**src/rtl/alu_pkg.sv**
```systemverilog
package alu_pkg;

  typedef enum logic [3:0] {
    OP_AND  = 4'd0,
    OP_OR   = 4'd1,
    OP_XOR  = 4'd2,
    OP_NOR  = 4'd3,
    OP_ADD  = 4'd4,
    OP_SUB  = 4'd5,
    OP_SLT  = 4'd6,
    OP_SLTU = 4'd7
  } aluOp_e;

  typedef enum logic [2:0] {
    SEL_AND,
    SEL_OR,
    SEL_XOR,
    SEL_NOR,
    SEL_SUM,
    SEL_LTS,
    SEL_LTU,
    SEL_ZERO
  } resSel_e;

  // strobes from decoder to datapath
  typedef struct packed {
    logic    invB;     // invert second operand before the adder
    logic    carryIn;  // adder carry in
    logic    signExt;  // immediate widening: 1 = replicate top bit
    logic    ovfEn;    // report signed overflow
    resSel_e resSel;   // result source
  } aluCtrl_t;

endpackage

```
**src/rtl/alu_ctrl.sv**
```systemverilog
module alu_ctrl
  import alu_pkg::*;
#(
  parameter int OP_W = 4
) (
  input  logic [OP_W-1:0] opSel,
  input  logic            trapEn,
  output aluCtrl_t        ctrl
);

  always_comb begin
    ctrl = '{invB: 1'b0, carryIn: 1'b0, signExt: 1'b0, ovfEn: 1'b0, resSel: SEL_ZERO};
    case (opSel)
      OP_AND:  ctrl.resSel = SEL_AND;
      OP_OR:   ctrl.resSel = SEL_OR;
      OP_XOR:  ctrl.resSel = SEL_XOR;
      OP_NOR:  ctrl.resSel = SEL_NOR;
      OP_ADD: begin
        ctrl.signExt = 1'b1;
        ctrl.ovfEn   = trapEn;
        ctrl.resSel  = SEL_SUM;
      end
      OP_SUB: begin
        ctrl.invB    = 1'b1;
        ctrl.carryIn = 1'b1;
        ctrl.signExt = 1'b1;
        ctrl.ovfEn   = trapEn;
        ctrl.resSel  = SEL_SUM;
      end
      OP_SLT: begin
        ctrl.invB    = 1'b1;
        ctrl.carryIn = 1'b1;
        ctrl.signExt = 1'b1;
        ctrl.resSel  = SEL_LTS;
      end
      OP_SLTU: begin
        ctrl.invB    = 1'b1;
        ctrl.carryIn = 1'b1;
        ctrl.signExt = 1'b1;
        ctrl.resSel  = SEL_LTU;
      end
      default: ctrl.resSel = SEL_ZERO;
    endcase
  end

endmodule

```
**src/rtl/alu_datapath.sv**
```systemverilog
module alu_datapath
  import alu_pkg::*;
#(
  parameter int DATA_W = 32,
  parameter int IMM_W  = 16
) (
  input  logic [DATA_W-1:0] opA,
  input  logic [DATA_W-1:0] opB,
  input  logic [IMM_W-1:0]  immVal,
  input  logic              useImm,
  input  aluCtrl_t          ctrl,
  output logic [DATA_W-1:0] result,
  output logic              zeroFlag,
  output logic              ovfFlag
);

  localparam int EXT_W = DATA_W - IMM_W;
  localparam int MSB   = DATA_W - 1;

  logic [DATA_W-1:0] immWide;
  logic [DATA_W-1:0] bSel;
  logic [DATA_W-1:0] bEff;
  logic [DATA_W-1:0] sum;
  logic              carryOut;
  logic              rawOvf;
  logic              lessSigned;
  logic              lessUnsigned;

  generate
    if (EXT_W > 0) begin : g_widen
      always_comb
        immWide = ctrl.signExt ? {{EXT_W{immVal[IMM_W-1]}}, immVal}
                               : {{EXT_W{1'b0}}, immVal};
    end else begin : g_nowiden
      always_comb immWide = immVal[DATA_W-1:0];
    end
  endgenerate

  always_comb begin
    bSel = useImm ? immWide : opB;
    bEff = ctrl.invB ? ~bSel : bSel;
    {carryOut, sum} = {1'b0, opA} + {1'b0, bEff} + {{DATA_W{1'b0}}, ctrl.carryIn};
    // operands entering the adder agree in sign but the sum does not
    rawOvf       = (opA[MSB] == bEff[MSB]) && (sum[MSB] != opA[MSB]);
    lessSigned   = sum[MSB] ^ rawOvf;
    lessUnsigned = ~carryOut;
  end

  always_comb begin
    case (ctrl.resSel)
      SEL_AND:  result = opA & bSel;
      SEL_OR:   result = opA | bSel;
      SEL_XOR:  result = opA ^ bSel;
      SEL_NOR:  result = ~(opA | bSel);
      SEL_SUM:  result = sum;
      SEL_LTS:  result = {{(DATA_W-1){1'b0}}, lessSigned};
      SEL_LTU:  result = {{(DATA_W-1){1'b0}}, lessUnsigned};
      default:  result = '0;
    endcase
    zeroFlag = ~|result;
    ovfFlag  = ctrl.ovfEn & rawOvf;
  end

endmodule

```
**src/rtl/alu_core.sv**
```systemverilog
module alu_core
  import alu_pkg::*;
#(
  parameter int DATA_W = 32,
  parameter int IMM_W  = 16,
  parameter int OP_W   = 4
) (
  input  logic [DATA_W-1:0] opA,
  input  logic [DATA_W-1:0] opB,
  input  logic [IMM_W-1:0]  immVal,
  input  logic              useImm,
  input  logic [OP_W-1:0]   opSel,
  input  logic              trapEn,
  output logic [DATA_W-1:0] result,
  output logic              zeroFlag,
  output logic              ovfFlag
);

  aluCtrl_t ctrl;

  alu_ctrl #(.OP_W(OP_W)) u_ctrl (
    .opSel  (opSel),
    .trapEn (trapEn),
    .ctrl   (ctrl)
  );

  alu_datapath #(.DATA_W(DATA_W), .IMM_W(IMM_W)) u_dp (
    .opA      (opA),
    .opB      (opB),
    .immVal   (immVal),
    .useImm   (useImm),
    .ctrl     (ctrl),
    .result   (result),
    .zeroFlag (zeroFlag),
    .ovfFlag  (ovfFlag)
  );

endmodule

```
**config.mk**
```make
export PLATFORM = sky130hd
export DESIGN_NAME = alu_core
export DESIGN_NICKNAME = d
export VERILOG_FILES = /design/src/rtl/alu_pkg.sv /design/src/rtl/alu_ctrl.sv /design/src/rtl/alu_datapath.sv /design/src/rtl/alu_core.sv
export SDC_FILE = /design/constraint.sdc
export NUM_CORES = 1
export LEC_CHECK = 0
export CAP_MARGIN = 5
export CORE_MARGIN = 8
export CORE_UTILIZATION = 30
export DETAILED_ROUTE_END_ITERATION = 12
export GPL_ROUTABILITY_DRIVEN = 0
export PLACE_DENSITY = 0.55
export SLEW_MARGIN = 20
export SYNTH_ARGS = -nofsm -noshare
export SYNTH_HDL_FRONTEND = slang
export SYNTH_HIERARCHICAL = 1
export SYNTH_SLANG_ARGS = --single-unit
```
**constraint.sdc**
```tcl
create_clock -name vclk -period 7.44
set_clock_uncertainty 0.1 [all_clocks]
set_input_delay 1.488 -clock vclk [all_inputs]
set_output_delay 1.488 -clock vclk [all_outputs]
set_load 0.02 [all_outputs]
```
==> out/metrics.cfg <==
[critical_path]
critPathMaxFanout = 19
crit_end = zeroFlag
critical_path.startpoint = opSel[2]
crit_type = in -> out
worstPathRequired_ns = 5.85
crit_chain = clkdlybuf4s50_1 -> nor2b_4 -> o21a_2 -> buf_4 -> buf_12 -> xnor2_1 -> ha_2 -> nand2_1 -> a211o_1 -> a211o_4 -> nand4_1 -> nand3_1 -> or3_1 -> or4_1 -> nor4_2 -> and4_1 -> nand4b_1 -> nor3_2 -> buf_4
cp_slowest_cell = clkdlybuf4s50_1
max_stage_delay_ns = 0.47
cp-start-kind = input pin
critPathMostFrequentCell = buf_4
arrival_ns = 5.85
endpoint_kind = output port

[floorplan]
num_rows = 48
die_w_um = 147
core-area_sq_um = 17100
pin_count = 120
dieHeight_um = 147
die-area_sq_um = 21700
start_util_pct = 30.3

[global_route]
grt.total_usage_pct = 17.3
grt_max_degree = 26
antenna_found_initial = 0
grt_overflow = 0
grt_pass1_wl_um = 31300
grt_pass1_vias = 6203

[sta]
rsz0062_at_grt = yes
finalSetupTns_ns = 0
tightest_slew_ns = 0.710
finalHoldViolCount = 0
fmax_mhz = 135
finalSetupViolCount = 0
post-route-period-util_pct = 99.9
finalMaxSlewViolations = 0
min_period_ns = 7.43
maxSlewHeadroom_pct = 52.5

[yosys]
ys_seq_area_share_pct = 0
synth_cell_types = 76
yosys_warnings = 6
syn_area_sq_um = 5170
synth_top_area_cell = ha_1
synthTopCellsByArea = ha_1, xnor2_1, mux2i_1
synth_most_common_cell = ha_1
synth_area_per_cell_sq_um = 6.94
syn_inst = 745
synth_nets = 928
synth_commonest_cells = ha_1, inv_1, o21ai_0
netlist.area_leader.share_pct = 23.0

[routing]
post_drt_wl_per_cell_um = 15.6
drc_errors = 0
drt-pass1-iter-count = 5
vias = 6334
viasPerCell = 5.03
postRouteAntennaNets = 0
routed_wl_um = 19700
drt_iter0_drc = 314

[power_and_ir_drop]
ir_drop_v = 0.0000515
pwr_density_cell_nw_per_um2 = 107
p_leak_uw = 0.00404
report.power.total_uw = 877

[final_layout]
drive_gt1_share_pct = 27.4
seq_area_sq_um = 0
area_growth_pct = 58.5
num_antenna_cells = 0
nFillCells = 1788
num-clock-buffers = 0
multiInputGateArea_sq_um = 4750
final_nets = 1218
seq_cells = 0

[placement]
io_buffers = 120
hpwlAfterDp_um = 16500

[run]
cap_violations = 0

[hold_path]
hold_path.class = in -> out

[outcome]
status = finished, final reports clean

logic make-up after synthesis:
group           share of synthesized area [%]
fa+ha+maj                                23.8
buf+inv                                  11.3
simple gates                             18.5
mux                                      8.33
xor+xnor                                 9.49
compound gates                           28.6
worst max-delay path, delay by kind of cell:
| family | cells | cell delay (ns) |
|---|---|---|
| AOI/OAI and AO/OA | 3 | 0.88 |
| buffers and inverters | 4 | 0.93 |
| adders and majority gates | 1 | 0.39 |
| xor gates and xnor gates | 1 | 0.10 |
| and+or+nand+nor | 10 | 2.03 |
worst min path at each step:
stage	endpoint	from	slack [ns]	cells past startpoint
2_1_floorplan	ovfFlag	opA[31]	3.06	2
3_3_place_gp	ovfFlag	opA[31]	4.13	4
3_5_place_dp	ovfFlag	trapEn	4.11	4
4_1_cts	ovfFlag	trapEn	3.74	4
5_1_grt	ovfFlag	trapEn	3.77	4
6_report	ovfFlag	trapEn	3.73	4
power breakdown:
part	switching [uW]	total, uW	internal, uW
Clock	0	0	0
Sequential	0	0	0
Combinational	427	877	450
Total	427	877	450
layer usage:
layer / wire length (um) / vias to the layer above / GRT usage (%)
li1: - / 3222 / -
met1: 8930 / 2892 / 22.2
met2: 9160 / 192 / 29.9
met3: 1170 / 28 / 2.52
met4: 403 / 0 / 3.62
met5: 0 / - / 0
stage by stage:
stage / hold WS (ns) / instance area [sq um] / util (%) / instances / worst slack (ns)
final: 3.73 / 8190 / 48.0 / 1258 / 0.00515
after global routing: 3.77 / 8190 / 48.0 / 1258 / -0.164
after CTS: 3.74 / 8000 / 46.9 / 1252 / 0.0112
after detailed placement: 4.11 / 8000 / 46.9 / 1252 / -0.527
after global placement: 4.13 / 8000 / 46.9 / 1252 / -0.472
after floorplan: 3.06 / 5170 / - / 745 / 0.105
timing repair:
item,CTS,global route
setup endpoints to repair,6,11
buffers inserted,0,6
hold buffers,0,0
pin swaps,6,13
endpoints found under the hold margin,0,0
resized for setup,24,41
layout by cell type (no fill, tap or decap), types with 4 or more instances in the layout:
cell / synthesis / final
a211o_1: 6 / 4
a211oi_1: 13 / 11
a21o_1: 12 / 11
a21oi_1: 54 / 46
a21oi_2: 0 / 7
a31oi_1: 5 / 5
buf_12: 0 / 4
buf_4: 3 / 215
clkdlybuf4s50_1: 0 / 111
ha_1: 95 / 91
ha_2: 0 / 4
inv_1: 78 / 78
mux2_2: 8 / 8
mux2i_1: 34 / 34
nand2_1: 61 / 61
nand2b_1: 6 / 6
nand3_1: 14 / 13
nand4_1: 9 / 9
nor2_1: 49 / 49
nor2b_1: 7 / 7
nor3_1: 10 / 10
o211ai_1: 5 / 5
o21a_1: 5 / 4
o21ai_0: 65 / 59
o21ai_1: 4 / 8
o21ai_2: 3 / 4
o22ai_1: 17 / 16
o31ai_1: 4 / 4
or2_2: 4 / 4
xnor2_1: 44 / 44
xor2_1: 12 / 11
final cells by class:
| cell class | count | area share, % |
|---|---|---|
| well taps | 225 | 3.44 |
| multi-input cells | 618 | 58.0 |
| repair buffers | 336 | 35.0 |
| inverters | 79 | 3.62 |
Note: power is estimated with default switching activity, not from simulation.
